[config.mk]
export PLATFORM = sky130hd
export DESIGN_NAME = hostif_ctl_regs
export DESIGN_NICKNAME = d
export VERILOG_FILES = /design/src/rtl/hostif_pkg.sv /design/src/rtl/hostif_mode_ctl.sv /design/src/rtl/hostif_irq_flag.sv /design/src/rtl/hostif_irq_route.sv /design/src/rtl/hostif_ctl_regs.sv
export SDC_FILE = /design/constraint.sdc
export NUM_CORES = 1
export LEC_CHECK = 0
export BUFFER_PORTS_ARGS = -buffer_cell sky130_fd_sc_hd__buf_2
export CAP_MARGIN = 15
export CELL_PAD_IN_SITES_DETAIL_PLACEMENT = 1
export CELL_PAD_IN_SITES_GLOBAL_PLACEMENT = 2
export CORE_UTILIZATION = 26
export DETAILED_ROUTE_END_ITERATION = 12
export GPL_ROUTABILITY_DRIVEN = 0
export PLACE_DENSITY = 0.77
export SLEW_MARGIN = 10
export SYNTH_ARGS = -nofsm -noshare
export SYNTH_HDL_FRONTEND = slang
export SYNTH_SLANG_ARGS = --single-unit
[constraint.sdc]
create_clock -name clk_i -period 1.82 [get_ports clk_i]
set_clock_uncertainty 0.2 [all_clocks]
set_input_delay 0.091 -clock clk_i [delete_from_list [all_inputs] [get_ports clk_i]]
set_output_delay 0.091 -clock clk_i [all_outputs]
set_load 0.01 [all_outputs]
[src/rtl/hostif_pkg.sv]
package hostif_pkg;
  localparam int DATA_W = 8;
  localparam int NUM_SRC = 4;

  typedef enum logic [1:0] {
    MODE_STD = 2'd0,
    MODE_TX  = 2'd1,
    MODE_RX  = 2'd2,
    MODE_CLR = 2'd3
  } mode_e;

  // control write bits
  localparam int CTL_HF_EN   = 3;
  localparam int CTL_CLR_SRQ = 4;
  localparam int CTL_CLR_EOI = 5;
  localparam int CTL_CLR_HF  = 6;
  localparam int CTL_SC      = 7;
  // configuration bits
  localparam int CFG_RST     = 7;
  // flag vector indices
  localparam int SRC_SRQ = 0;
  localparam int SRC_EOI = 1;
  localparam int SRC_HF  = 2;
  localparam int SRC_TXE = 3;
endpackage

[src/rtl/hostif_mode_ctl.sv]
module hostif_mode_ctl
  import hostif_pkg::*;
(
  input  logic              clk_i,
  input  logic              rst_ni,
  input  logic              wr_i,
  input  logic [DATA_W-1:0] wdata_i,
  output mode_e             mode_o,
  output logic              hf_en_o,
  output logic              sc_o,
  output logic              txe_en_o,
  output logic              tx_sm_clr_o,
  output logic [NUM_SRC-1:0] clr_o
);
  logic clear_fn;
  assign clear_fn = wr_i && (wdata_i[1:0] == MODE_CLR);

  always_ff @(posedge clk_i or negedge rst_ni) begin
    if (!rst_ni) begin
      mode_o      <= MODE_STD;
      hf_en_o     <= 1'b0;
      sc_o        <= 1'b0;
      txe_en_o    <= 1'b0;
      tx_sm_clr_o <= 1'b0;
    end else begin
      tx_sm_clr_o <= clear_fn;
      if (clear_fn) begin
        mode_o   <= MODE_STD;
        hf_en_o  <= 1'b0;
        sc_o     <= 1'b0;
        txe_en_o <= 1'b1;
      end else if (wr_i) begin
        mode_o  <= mode_e'(wdata_i[1:0]);
        hf_en_o <= wdata_i[CTL_HF_EN];
        sc_o    <= wdata_i[CTL_SC];
      end
    end
  end

  always_comb begin
    clr_o          = '0;
    clr_o[SRC_SRQ] = clear_fn | (wr_i & wdata_i[CTL_CLR_SRQ]);
    clr_o[SRC_EOI] = clear_fn | (wr_i & wdata_i[CTL_CLR_EOI]);
    clr_o[SRC_HF]  = clear_fn | (wr_i & wdata_i[CTL_CLR_HF]);
    clr_o[SRC_TXE] = clear_fn | (wr_i & wdata_i[CTL_CLR_EOI]);
  end
endmodule

[src/rtl/hostif_irq_flag.sv]
module hostif_irq_flag (
  input  logic clk_i,
  input  logic rst_ni,
  input  logic src_i,
  input  logic en_i,
  input  logic clr_i,
  output logic flag_o
);
  logic src_q;
  logic set;

  assign set = en_i & src_i & ~src_q;

  always_ff @(posedge clk_i or negedge rst_ni) begin
    if (!rst_ni) begin
      src_q  <= 1'b0;
      flag_o <= 1'b0;
    end else begin
      src_q <= src_i;
      if (set)        flag_o <= 1'b1;  // set beats clear
      else if (clr_i) flag_o <= 1'b0;
    end
  end
endmodule

[src/rtl/hostif_irq_route.sv]
module hostif_irq_route #(
  parameter int SEL_W     = 3,
  parameter int NUM_LINES = (1 << SEL_W) - 1
) (
  input  logic [SEL_W-1:0]     sel_i,
  input  logic                 any_i,
  output logic [NUM_LINES-1:0] irq_o
);
  for (genvar k = 0; k < NUM_LINES; k++) begin : g_line
    assign irq_o[k] = any_i && (sel_i == SEL_W'(k + 1));
  end
endmodule

[src/rtl/hostif_ctl_regs.sv]
module hostif_ctl_regs
  import hostif_pkg::*;
#(
  parameter int SEL_W     = 3,
  parameter int DATA_FLGS = 4,
  localparam int NUM_LINES = (1 << SEL_W) - 1
) (
  input  logic                 clk_i,
  input  logic                 rst_ni,
  input  logic                 addr_i,
  input  logic                 wr_i,
  input  logic                 rd_i,
  input  logic [DATA_W-1:0]    wdata_i,
  output logic [DATA_W-1:0]    rdata_o,
  input  logic                 srq_i,
  input  logic                 eoi_i,
  input  logic                 tx_empty_i,
  input  logic                 tx_hf_i,
  input  logic                 rx_hf_i,
  input  logic                 tx_full_i,
  input  logic                 rx_full_i,
  input  logic [DATA_FLGS-1:0] has_data_i,
  output logic [1:0]           mode_o,
  output logic                 tx_sm_clr_o,
  output logic                 sys_ctl_o,
  output logic                 ctlr_rst_o,
  output logic                 fifo_clr_o,
  output logic [NUM_LINES-1:0] irq_o
);
  logic ctl_wr, cfg_wr;
  assign ctl_wr = wr_i & ~addr_i;
  assign cfg_wr = wr_i & addr_i;

  mode_e              mode;
  logic               hf_en, txe_en;
  logic [NUM_SRC-1:0] clr, src, en, flags;

  hostif_mode_ctl u_mode (
    .clk_i      (clk_i),
    .rst_ni     (rst_ni),
    .wr_i       (ctl_wr),
    .wdata_i    (wdata_i),
    .mode_o     (mode),
    .hf_en_o    (hf_en),
    .sc_o       (sys_ctl_o),
    .txe_en_o   (txe_en),
    .tx_sm_clr_o(tx_sm_clr_o),
    .clr_o      (clr)
  );
  assign mode_o = mode;

  // half-full source follows the active direction
  logic hf_src;
  always_comb begin
    case (mode)
      MODE_TX: hf_src = tx_hf_i;
      MODE_RX: hf_src = rx_hf_i;
      default: hf_src = 1'b0;
    endcase
  end

  always_comb begin
    src          = '0;
    en           = '0;
    src[SRC_SRQ] = srq_i;      en[SRC_SRQ] = 1'b1;
    src[SRC_EOI] = eoi_i;      en[SRC_EOI] = 1'b1;
    src[SRC_HF]  = hf_src;     en[SRC_HF]  = hf_en;
    src[SRC_TXE] = tx_empty_i; en[SRC_TXE] = txe_en;
  end

  for (genvar g = 0; g < NUM_SRC; g++) begin : g_flag
    hostif_irq_flag u_flag (
      .clk_i (clk_i),
      .rst_ni(rst_ni),
      .src_i (src[g]),
      .en_i  (en[g]),
      .clr_i (clr[g]),
      .flag_o(flags[g])
    );
  end

  // configuration register
  logic [SEL_W-1:0] cfg_sel_q;
  logic             full_q;
  always_ff @(posedge clk_i or negedge rst_ni) begin
    if (!rst_ni) begin
      cfg_sel_q  <= '0;
      ctlr_rst_o <= 1'b0;
      fifo_clr_o <= 1'b0;
      full_q     <= 1'b0;
    end else begin
      fifo_clr_o <= cfg_wr;
      if (cfg_wr) begin
        cfg_sel_q  <= wdata_i[SEL_W-1:0];
        ctlr_rst_o <= wdata_i[CFG_RST];
      end
      if (tx_full_i | rx_full_i) full_q <= 1'b1;
      else if (cfg_wr)           full_q <= 1'b0;
    end
  end

  hostif_irq_route #(.SEL_W(SEL_W)) u_route (
    .sel_i(cfg_sel_q),
    .any_i(|flags),
    .irq_o(irq_o)
  );

  logic [DATA_W-1:0] status, cfg_rd;
  always_comb begin
    status    = {has_data_i, flags[SRC_EOI], flags[SRC_SRQ], flags[SRC_HF], full_q};
    cfg_rd    = '0;
    cfg_rd[SEL_W-1:0] = cfg_sel_q;
    cfg_rd[CFG_RST]   = ctlr_rst_o;
    rdata_o   = !rd_i ? '0 : (addr_i ? cfg_rd : status);
  end
endmodule

==> results.py, run 1 <==
metrics = {
    "layout": {
        "final_util_pct": 43.8,
        "instances_no_fill": 200,
        "diodes": 0,
        "mostFrequentLayoutCell": "buf_2",
        "fillCellCount": 404,
        "final_cell_mix": "buf_2, dlygate4sd3_1, dfrtp_1",
        "area_delta_synth_final_pct": 58.1,
        "nets": 181,
        "drive_above_1_share_pct": 40.9,
    },
    "global_route": {
        "grt.total_usage_pct": 13.6,
        "grt_max_degree": 21,
        "grt_pass1_wl_mm": 4.31,
        "globalRouteOverflowTotal": 0,
        "grt_pass1_vias": 895,
        "antenna_found_initial": 0,
    },
    "sta": {
        "slew_headroom_pct": 70.5,
        "clock.fmax_mhz": 566,
        "period_minus_slack_ns": 1.77,
        "hold_viol_final": 0,
        "drv_slew": 0,
        "max_slew.worst_pin.slew_ns": 0.443,
        "finalCritPeriodShare_pct": 97.1,
        "rsz0062_at_grt": "yes",
        "setup_viol": 0,
    },
    "critical_path": {
        "crit_fanout": 4,
        "critPathLaunchType": "register",
        "end_kind": "primary output",
        "required_ns": 1.53,
        "r2r_setup_slack_ns": 0.24,
        "cp-startpoint": "g_flag[0].u_flag.flag_o",
        "rr_startpoint": "u_mode.mode_o[0]",
        "critical_path_arrival_ns": 1.48,
        "crit_type": "reg -> out",
    },
    "placed_design": {
        "hpwl_mm": 1.87,
        "port_buffers": 44,
        "dp_cells": 173,
    },
    "routing": {
        "finalWirelength_mm": 2.49,
        "antenna_left": 0,
        "wire_per_inst_microns": 12.5,
        "drt_pass1_iterations": 4,
        "route.detailed.drc": 0,
        "drt_iter0_drc": 21,
        "via_count": 860,
        "vias_per_cell": 4.30,
    },
    "yosys": {
        "synth_xor_area_share_pct": 0,
        "synth_nets": 110,
        "muxShareOfSynthArea_pct": 8.99,
        "synth_top_family_by_area": "simple AND/OR/NAND/NOR gates",
        "synthCells": 84,
        "syn_area_per_cell_sq_um": 11.3,
        "yosys.area.top_type_share_pct": 52.9,
        "synthDistinctLibCells": 24,
        "syn_area_sq_um": 946,
        "ys_top_cells_by_area": "dfrtp_1, mux2_2, mux2i_1",
        "yosys_warnings": 0,
        "synth_area_leader_cell": "dfrtp_1",
        "synth_fa_ha_area_share_pct": 2.65,
        "yosysSeqAreaShare_pct": 52.9,
        "synth_simple_gate_area_share_pct": 22.2,
        "synth_seq_cells": 20,
        "synth-compound-area-share_pct": 10.1,
    },
    "floorplanning": {
        "die_area_sq_mm": 0.00388,
        "start_util_pct": 27.7,
        "die_x_microns": 62.3,
        "die_h_microns": 62.3,
        "rows": 21,
        "core_sq_mm": 0.00342,
        "num_io_pins": 45,
    },
    "clock_network": {
        "cts_made_buffers": 3,
        "clk_pin_slew_ns": 0.12,
        "clkSinkCount": 20,
        "cts_tree": "built",
        "cts_max_level": 1,
        "cts_root_buffer": "clkbuf_4",
        "clock_latency_ns": 0.28,
        "clockBufferDepth": 2,
    },
    "run": {
        "cap_violations": 0,
    },
    "pwr": {
        "ir_worst_vdd_mv": 0.307,
        "power-per-cell-area_mw_per_mm2": 706,
        "power_leakage_nw": 0.746,
    },
    "run_status": {
        "status": "completed",
    },
    "worst_hold_path": {
        "holdCritPathClass": "in -> async",
    },
}
## worst paths after layout
path                                                 to  depth (start not counted)
worst max register to register  g_flag[2].u_flag.flag_o                          6
min in group clk_i                         cfg_sel_q[0]                          3
worst max-delay path                           irq_o[3]                          4
max in group asynchronous       g_flag[0].u_flag.flag_o                          2
worst min register to register  g_flag[3].u_flag.flag_o                          1
worst min-delay path                             full_q                          2
## routing by layer
layer  share of wire [%]  GRT usage, %  wire [microns]  vias to the layer above
li1                    -             -               -                      426
met1                  46          18.4            1140                      401
met2                  48          22.8            1200                       33
met3                 6.0          2.94             150                        0
met4                   0          1.74               0                        0
met5                   0             0               0                        -
## cells in the mapped netlist
cell	n
a211o_1	1
a22o_1	4
a22oi_1	1
a32o_1	1
and2_1	6
buf_4	1
dfrtp_1	20
ha_1	2
inv_1	6
mux2_2	4
mux2i_1	4
nand2_1	4
nand2_2	1
nand2b_1	5
nand2b_4	1
nor2_1	5
nor2b_1	5
nor2b_2	1
nor3_1	4
nor4_4	1
o21ai_0	3
o21ai_1	2
o2bb2ai_1	1
or2_1	1
## critical path: stages, from the launching register on
cell and delay, ns:
dfrtp_2 0.45, nor4_4 0.34, nand2b_4 0.21, nor3_2 0.04, buf_2 0.14
## logic make-up after synthesis
| kind of cell | Yosys count |
|---|---|
| buffers and inverters | 7 |
| muxes | 8 |
| AOI/OAI and AO/OA | 13 |
| DFF | 20 |
| adders and majority gates | 2 |
| and+or+nand+nor | 34 |
## layout make-up
type	count	area (sq um)	area share [%]
flip-flops and latches	20	502	33.6
multi-input cells	57	434	29.0
well taps	46	57.6	3.85
repair buffers	67	443	29.6
clock buffers	4	36.3	2.43
inverters	6	22.5	1.51
## power breakdown
group          total, mW  switching [mW]  internal (mW)
Combinational      0.266           0.120          0.146
Clock              0.252           0.130          0.122
Sequential         0.538          0.0492          0.489
Total               1.06           0.299          0.757
## metrics by stage
| step | power, mW | instance area [sq um] | hold WS (ns) | setup TNS (ns) | setup WS, ns |
|---|---|---|---|---|---|
| 3_3_place_gp | 0.756 | 1220 | -0.134 | 0 | 0.389 |
| 4_1_cts | 1.05 | 1440 | 0.0307 | 0 | 0.0267 |
| 5_1_grt | 1.12 | 1500 | 0.0815 | -0.126 | -0.0351 |
| 6_report | 1.06 | 1500 | 0.0629 | 0 | 0.0529 |
| 3_5_place_dp | 0.763 | 1220 | -0.136 | 0 | 0.361 |
| 2_1_floorplan | 0.656 | 946 | -0.405 | 0 | 0.399 |
## timing repair
item / in CTS / in global routing
hold buffers: 19 / 2
buffers inserted: 0 / 3
endpoints found under the hold margin: 38 / 2
gates resized for setup: 0 / 5
setup endpoints to repair: 0 / 7
## sequential cells by signal (all words and copies together), names as in the netlist
name                  cells
cfg_sel_q                 3
full_q                    1
u_mode.txe_en_o           1
u_mode.hf_en_o            1
u_mode.sc_o               1
g_flag.u_flag.src_q       4
g_flag.u_flag.flag_o      4
fifo_clr_o                1
ctlr_rst_o                1
u_mode.tx_sm_clr_o        1
u_mode.mode_o             2
No activity file was read; power rests on OpenSTA's default activity.
==> inputs of run 2 (changes only) <==
==> constraint.sdc (replaced) <==
create_clock -name clk_i -period 1.82 [get_ports clk_i]
set_clock_uncertainty 0.2 [all_clocks]
set_input_delay 0.364 -clock clk_i [delete_from_list [all_inputs] [get_ports clk_i]]
set_output_delay 0.364 -clock clk_i [all_outputs]
set_load 0.01 [all_outputs]
==> run 2 against run 1 <==
Compared with the run above: critical path depth unchanged; setup slack worse by 0.17 ns; register-to-register slack better by 0.11 ns; non-clock buffer count shrank 15; final cell count is 8.0% lower; maximum frequency fell by 9.0%; sequential cell count stayed put; the run now ends with setup timing left; combinational power decreased by 8.6%; sequential power is essentially flat; highest routed layer is now met4; design area shrank 12%; worst hold slack worse by 0.0075 ns.
==> results.py, run 2 (synthesis results as in run 1) <==
metrics = {
    "pwr": {
        "power_mw": 0.980,
        "power_leakage_nw": 0.673,
        "power-per-cell-area_mw_per_mm2": 744,
        "ir_worst_vdd_mv": 0.335,
    },
    "floorplanning": {
        "core_sq_mm": 0.00342,
        "start_util_pct": 27.7,
        "rows": 21,
        "num_io_pins": 45,
        "die_area_sq_mm": 0.00388,
        "die_x_microns": 62.3,
        "die_h_microns": 62.3,
    },
    "layout": {
        "regArea_sq_um": 500,
        "final_cell_mix": "buf_2, dfrtp_1, inv_1, and2_1",
        "diodes": 0,
        "multi_input_area_sq_um": 423,
        "drive_above_1_share_pct": 43.5,
        "mostFrequentLayoutCell": "buf_2",
        "area_delta_synth_final_pct": 39.2,
        "fillCellCount": 421,
        "reg_top3": "g_flag.u_flag.flag_o (4), g_flag.u_flag.src_q (4), cfg_sel_q (3)",
        "nets": 166,
        "final_util_pct": 38.5,
        "instances_no_fill": 184,
    },
    "sta": {
        "setup_viol": 7,
        "period_minus_slack_ns": 1.94,
        "setup_ws_ns": -0.121,
        "slew_headroom_pct": 71.1,
        "drv_slew": 0,
        "hold_viol_final": 0,
        "clock.fmax_mhz": 515,
        "rsz0062_at_grt": "yes",
        "max_slew.worst_pin.slew_ns": 0.434,
        "finalCritPeriodShare_pct": 107,
    },
    "critical_path": {
        "required_ns": 1.26,
        "critPathLaunchType": "register",
        "cp-startpoint": "g_flag[1].u_flag.flag_o",
        "critical_path_arrival_ns": 1.38,
        "crit_type": "reg -> out",
        "max_stage_delay_ns": 0.42,
        "cp_slowest_cell": "dfrtp_1",
        "cp_top_family": "simple AND/OR/NAND/NOR gates",
        "end_kind": "primary output",
        "rr_startpoint": "u_mode.mode_o[0]",
        "crit_fanout": 4,
        "critPathBufInv": 1,
        "r2r_setup_slack_ns": 0.35,
        "crit_chain": "nor4_4, nand2b_4, nor3_1, buf_2",
    },
    "routing": {
        "finalWirelength_mm": 2.33,
        "wire_per_inst_microns": 12.7,
        "antenna_left": 0,
        "vias_per_cell": 4.45,
        "via_count": 818,
        "drt_iter0_drc": 23,
        "route.detailed.drc": 0,
        "drt_pass1_iterations": 3,
    },
    "global_route": {
        "grt.total_usage_pct": 12.6,
        "grt_max_degree": 21,
        "grt_pass1_vias": 802,
        "globalRouteOverflowTotal": 0,
        "grt_pass1_wl_mm": 3.86,
        "antenna_found_initial": 0,
    },
    "clock_network": {
        "cts_made_buffers": 3,
        "cts_max_level": 1,
        "clkSinkCount": 20,
        "cts_root_buffer": "clkbuf_4",
        "cts_tree": "built",
        "clock_latency_ns": 0.29,
        "clockBufferDepth": 2,
        "clk_pin_slew_ns": 0.10,
    },
    "placed_design": {
        "dp_cells": 174,
        "hpwl_mm": 1.88,
        "port_buffers": 44,
    },
    "run_status": {
        "status": "complete, but fails checks",
        "violations": "setup timing",
    },
    "worst_hold_path": {
        "holdCritPathClass": "in -> reg",
        "hp-start": "rx_full_i",
    },
    "run": {
        "cap_violations": 0,
    },
}
## run 2: power by group
group          total [mW]  switching, mW  internal [mW]
Combinational       0.243          0.115          0.127
Clock               0.202          0.125         0.0770
Sequential          0.535         0.0472          0.488
## run 2: path summary, 6_finish.rpt
path	end	cells past startpoint
worst max-delay path	irq_o[3]	4
worst min-delay path	full_q	2
worst max register to register	g_flag[2].u_flag.flag_o	5
worst min register to register	g_flag[3].u_flag.flag_o	1
max in group asynchronous	cfg_sel_q[2]	2
min in group asynchronous	u_mode.hf_en_o	2
## run 2: area by class of cell
cell class | instances | share of cell area, %
inverter | 6 | 1.71
sequential | 20 | 38.0
timing repair buffer | 52 | 22.1
clock buffer | 3 | 1.71
tap | 46 | 4.37
multi-input combinational | 57 | 32.1
## run 2: what timing repair did
item                                    4_1_cts  5_1_grt
buffers inserted                              3        0
endpoints found under the setup margin        7        7
hold buffers                                  4        0
hold endpoints to repair                     23        0
pin swaps                                     1        1
gates cloned                                  0        0
resized for setup                             1        0
## run 2: per-layer routing
| metal | vias up | GRT usage [%] | part of all wire (%) |
|---|---|---|---|
| met2 | 36 | 21.8 | 48 |
| met3 | 2 | 2.94 | 7.0 |
| met4 | 0 | 3.49 | 0.73 |
| met1 | 382 | 15.7 | 45 |
| met5 | - | 0 | 0 |
| li1 | 398 | - | - |
## run 2: stage by stage
step	setup WS [ns]	TNS, ns	cell area, sq um	hold WS, ns
after floorplan	0.274	0	946	-0.132
after global placement	0.180	0	1220	0.138
after detailed placement	0.156	0	1220	0.134
after CTS	-0.130	-0.853	1320	0.0514
after global routing	-0.202	-1.35	1320	0.0593
final	-0.121	-0.770	1320	0.0554
==> inputs of run 3 (changes only) <==
--- a/config.mk
+++ b/config.mk
@@ -9,6 +9,7 @@
 export CAP_MARGIN = 15
 export CELL_PAD_IN_SITES_DETAIL_PLACEMENT = 1
 export CELL_PAD_IN_SITES_GLOBAL_PLACEMENT = 2
+export CORE_MARGIN = 5
 export CORE_UTILIZATION = 26
 export DETAILED_ROUTE_END_ITERATION = 12
 export GPL_ROUTABILITY_DRIVEN = 0
==> run 3 against run 2 <==
Compared with the run above: the run still ends with setup timing left; utilization is 1.9 points lower; setup slack better by 0.0086 ns; combinational power is 2% lower; register-to-register slack hardly changed; sequential share of layout area is 0.14 points higher; clock power hardly changed; wire length is 8.4% higher; power is 0.61% lower; critical path type unchanged.
==> results.py, run 3 (synthesis results as in run 1) <==
metrics = {
    "clock_network": {
        "cts_made_buffers": 3,
        "cts_tree": "built",
        "clock_latency_ns": 0.28,
        "clockBufferDepth": 2,
        "clk_pin_slew_ns": 0.11,
        "clkSinkCount": 20,
        "cts_max_level": 1,
        "cts_root_buffer": "clkbuf_4",
    },
    "layout": {
        "nets": 165,
        "area_delta_synth_final_pct": 38.6,
        "mostFrequentLayoutCell": "buf_2",
        "instances_no_fill": 185,
        "reg_top3": "g_flag.u_flag.flag_o (4), g_flag.u_flag.src_q (4), cfg_sel_q (3)",
        "diodes": 0,
        "fillCellCount": 453,
        "drive_above_1_share_pct": 43.1,
        "final_cell_mix": "buf_2, dfrtp_1, inv_1, and2_1",
    },
    "pwr": {
        "ir_worst_vdd_mv": 0.272,
        "power_leakage_nw": 0.668,
        "power_mw": 0.974,
        "power-per-cell-area_mw_per_mm2": 743,
    },
    "critical_path": {
        "crit_type": "reg -> out",
        "end_kind": "primary output",
        "critPathLaunchType": "register",
        "crit_chain": "nor4_4, nand2b_4, nor3_1, buf_2",
        "cp_slowest_cell": "dfrtp_1",
        "required_ns": 1.26,
        "max_stage_delay_ns": 0.42,
        "crit_fanout": 4,
        "critical_path_arrival_ns": 1.37,
    },
    "worst_hold_path": {
        "holdCritPathClass": "in -> reg",
    },
    "placed_design": {
        "dp_cells": 176,
        "hpwl_mm": 2.12,
        "port_buffers": 44,
    },
    "routing": {
        "route.detailed.drc": 0,
        "drt_iter0_drc": 14,
        "wire_per_inst_microns": 13.7,
        "antenna_left": 0,
        "finalWirelength_mm": 2.53,
        "via_count": 809,
        "vias_per_cell": 4.37,
        "drt_pass1_iterations": 2,
    },
    "global_route": {
        "grt_max_degree": 21,
        "grt.total_usage_pct": 10.2,
        "grt_pass1_vias": 872,
        "globalRouteOverflowTotal": 0,
        "grt_pass1_wl_mm": 4.06,
        "antenna_found_initial": 0,
    },
    "floorplanning": {
        "rows": 22,
        "die_x_microns": 70.3,
        "die_h_microns": 70.3,
        "start_util_pct": 26.4,
        "num_io_pins": 45,
        "core_sq_mm": 0.00358,
        "die_area_sq_mm": 0.00494,
    },
    "sta": {
        "rsz0062_at_grt": "yes",
        "setup_viol": 7,
        "period_minus_slack_ns": 1.93,
        "drv_slew": 0,
        "setup_tns_ns": -0.679,
        "finalCritPeriodShare_pct": 106,
        "clock.fmax_mhz": 518,
        "hold_viol_final": 0,
        "slew_headroom_pct": 70.4,
        "setup_ws_ns": -0.112,
        "max_slew.worst_pin.slew_ns": 0.445,
    },
    "run": {
        "cap_violations": 0,
    },
    "run_status": {
        "violations": "setup timing",
        "status": "complete, but fails checks",
    },
}
## run 3: power breakdown
part | switching (mW) | internal, mW | leakage, nW
combinational | 0.116 | 0.123 | 0.417
clock | 0.124 | 0.0767 | 0.0138
sequential | 0.0466 | 0.488 | 0.238
## run 3: timing repair
action                                 4_1_cts  5_1_grt
gates resized for setup                      1        0
pin swaps                                    0        1
setup endpoints to repair                    7        8
hold buffers                                 4        0
endpoints found under the hold margin       23        0
buffers inserted                             2        0
## run 3: worst paths after layout
| path | start | to | slack (ns) | cells after the start |
|---|---|---|---|---|
| min in group asynchronous | rst_ni | u_mode.sc_o | 0.34 | 2 |
| max reg2reg | u_mode.mode_o[0] | g_flag[2].u_flag.flag_o | 0.35 | 5 |
| min reg2reg | g_flag[3].u_flag.src_q | g_flag[3].u_flag.flag_o | 0.22 | 1 |
| min | rx_full_i | full_q | 0.07 | 2 |
| max in group asynchronous | rst_ni | g_flag[0].u_flag.flag_o | 0.77 | 2 |
| max | g_flag[1].u_flag.flag_o | irq_o[3] | -0.11 | 4 |
## run 3: worst max-delay path: cells and delay by family, from the launching register on
family,cells,cell delay (ns)
buf+inv,1,0.14
simple gates,3,0.52
flops,1,0.42
## run 3: stage by stage
step                worst slack (ns)  cell area [sq um]  hold WS [ns]  util (%)
floorplan                      0.274                946        -0.132         -
global placement               0.181               1230         0.131      34.3
detailed placement             0.136               1230         0.153      34.3
CTS                           -0.145               1310        0.0549      36.6
global route                  -0.181               1310        0.0511      36.6
finish                        -0.112               1310        0.0657      36.6
## run 3: per-layer routing
metal	up-vias	wire, microns	global-route usage (%)
met5	-	0	0
met4	0	0	1.91
met3	0	184	3.02
met2	31	1230	18.3
met1	384	1110	12.1
li1	394	-	-
## run 3: layout make-up
class | instances | area [sq um] | share of cell area (%)
timing repair buffer | 51 | 283 | 21.6
sequential | 20 | 500 | 38.2
tap | 48 | 60.1 | 4.58
multi-input combinational | 57 | 423 | 32.3
inverter | 6 | 22.5 | 1.72
clock buffer | 3 | 22.5 | 1.72
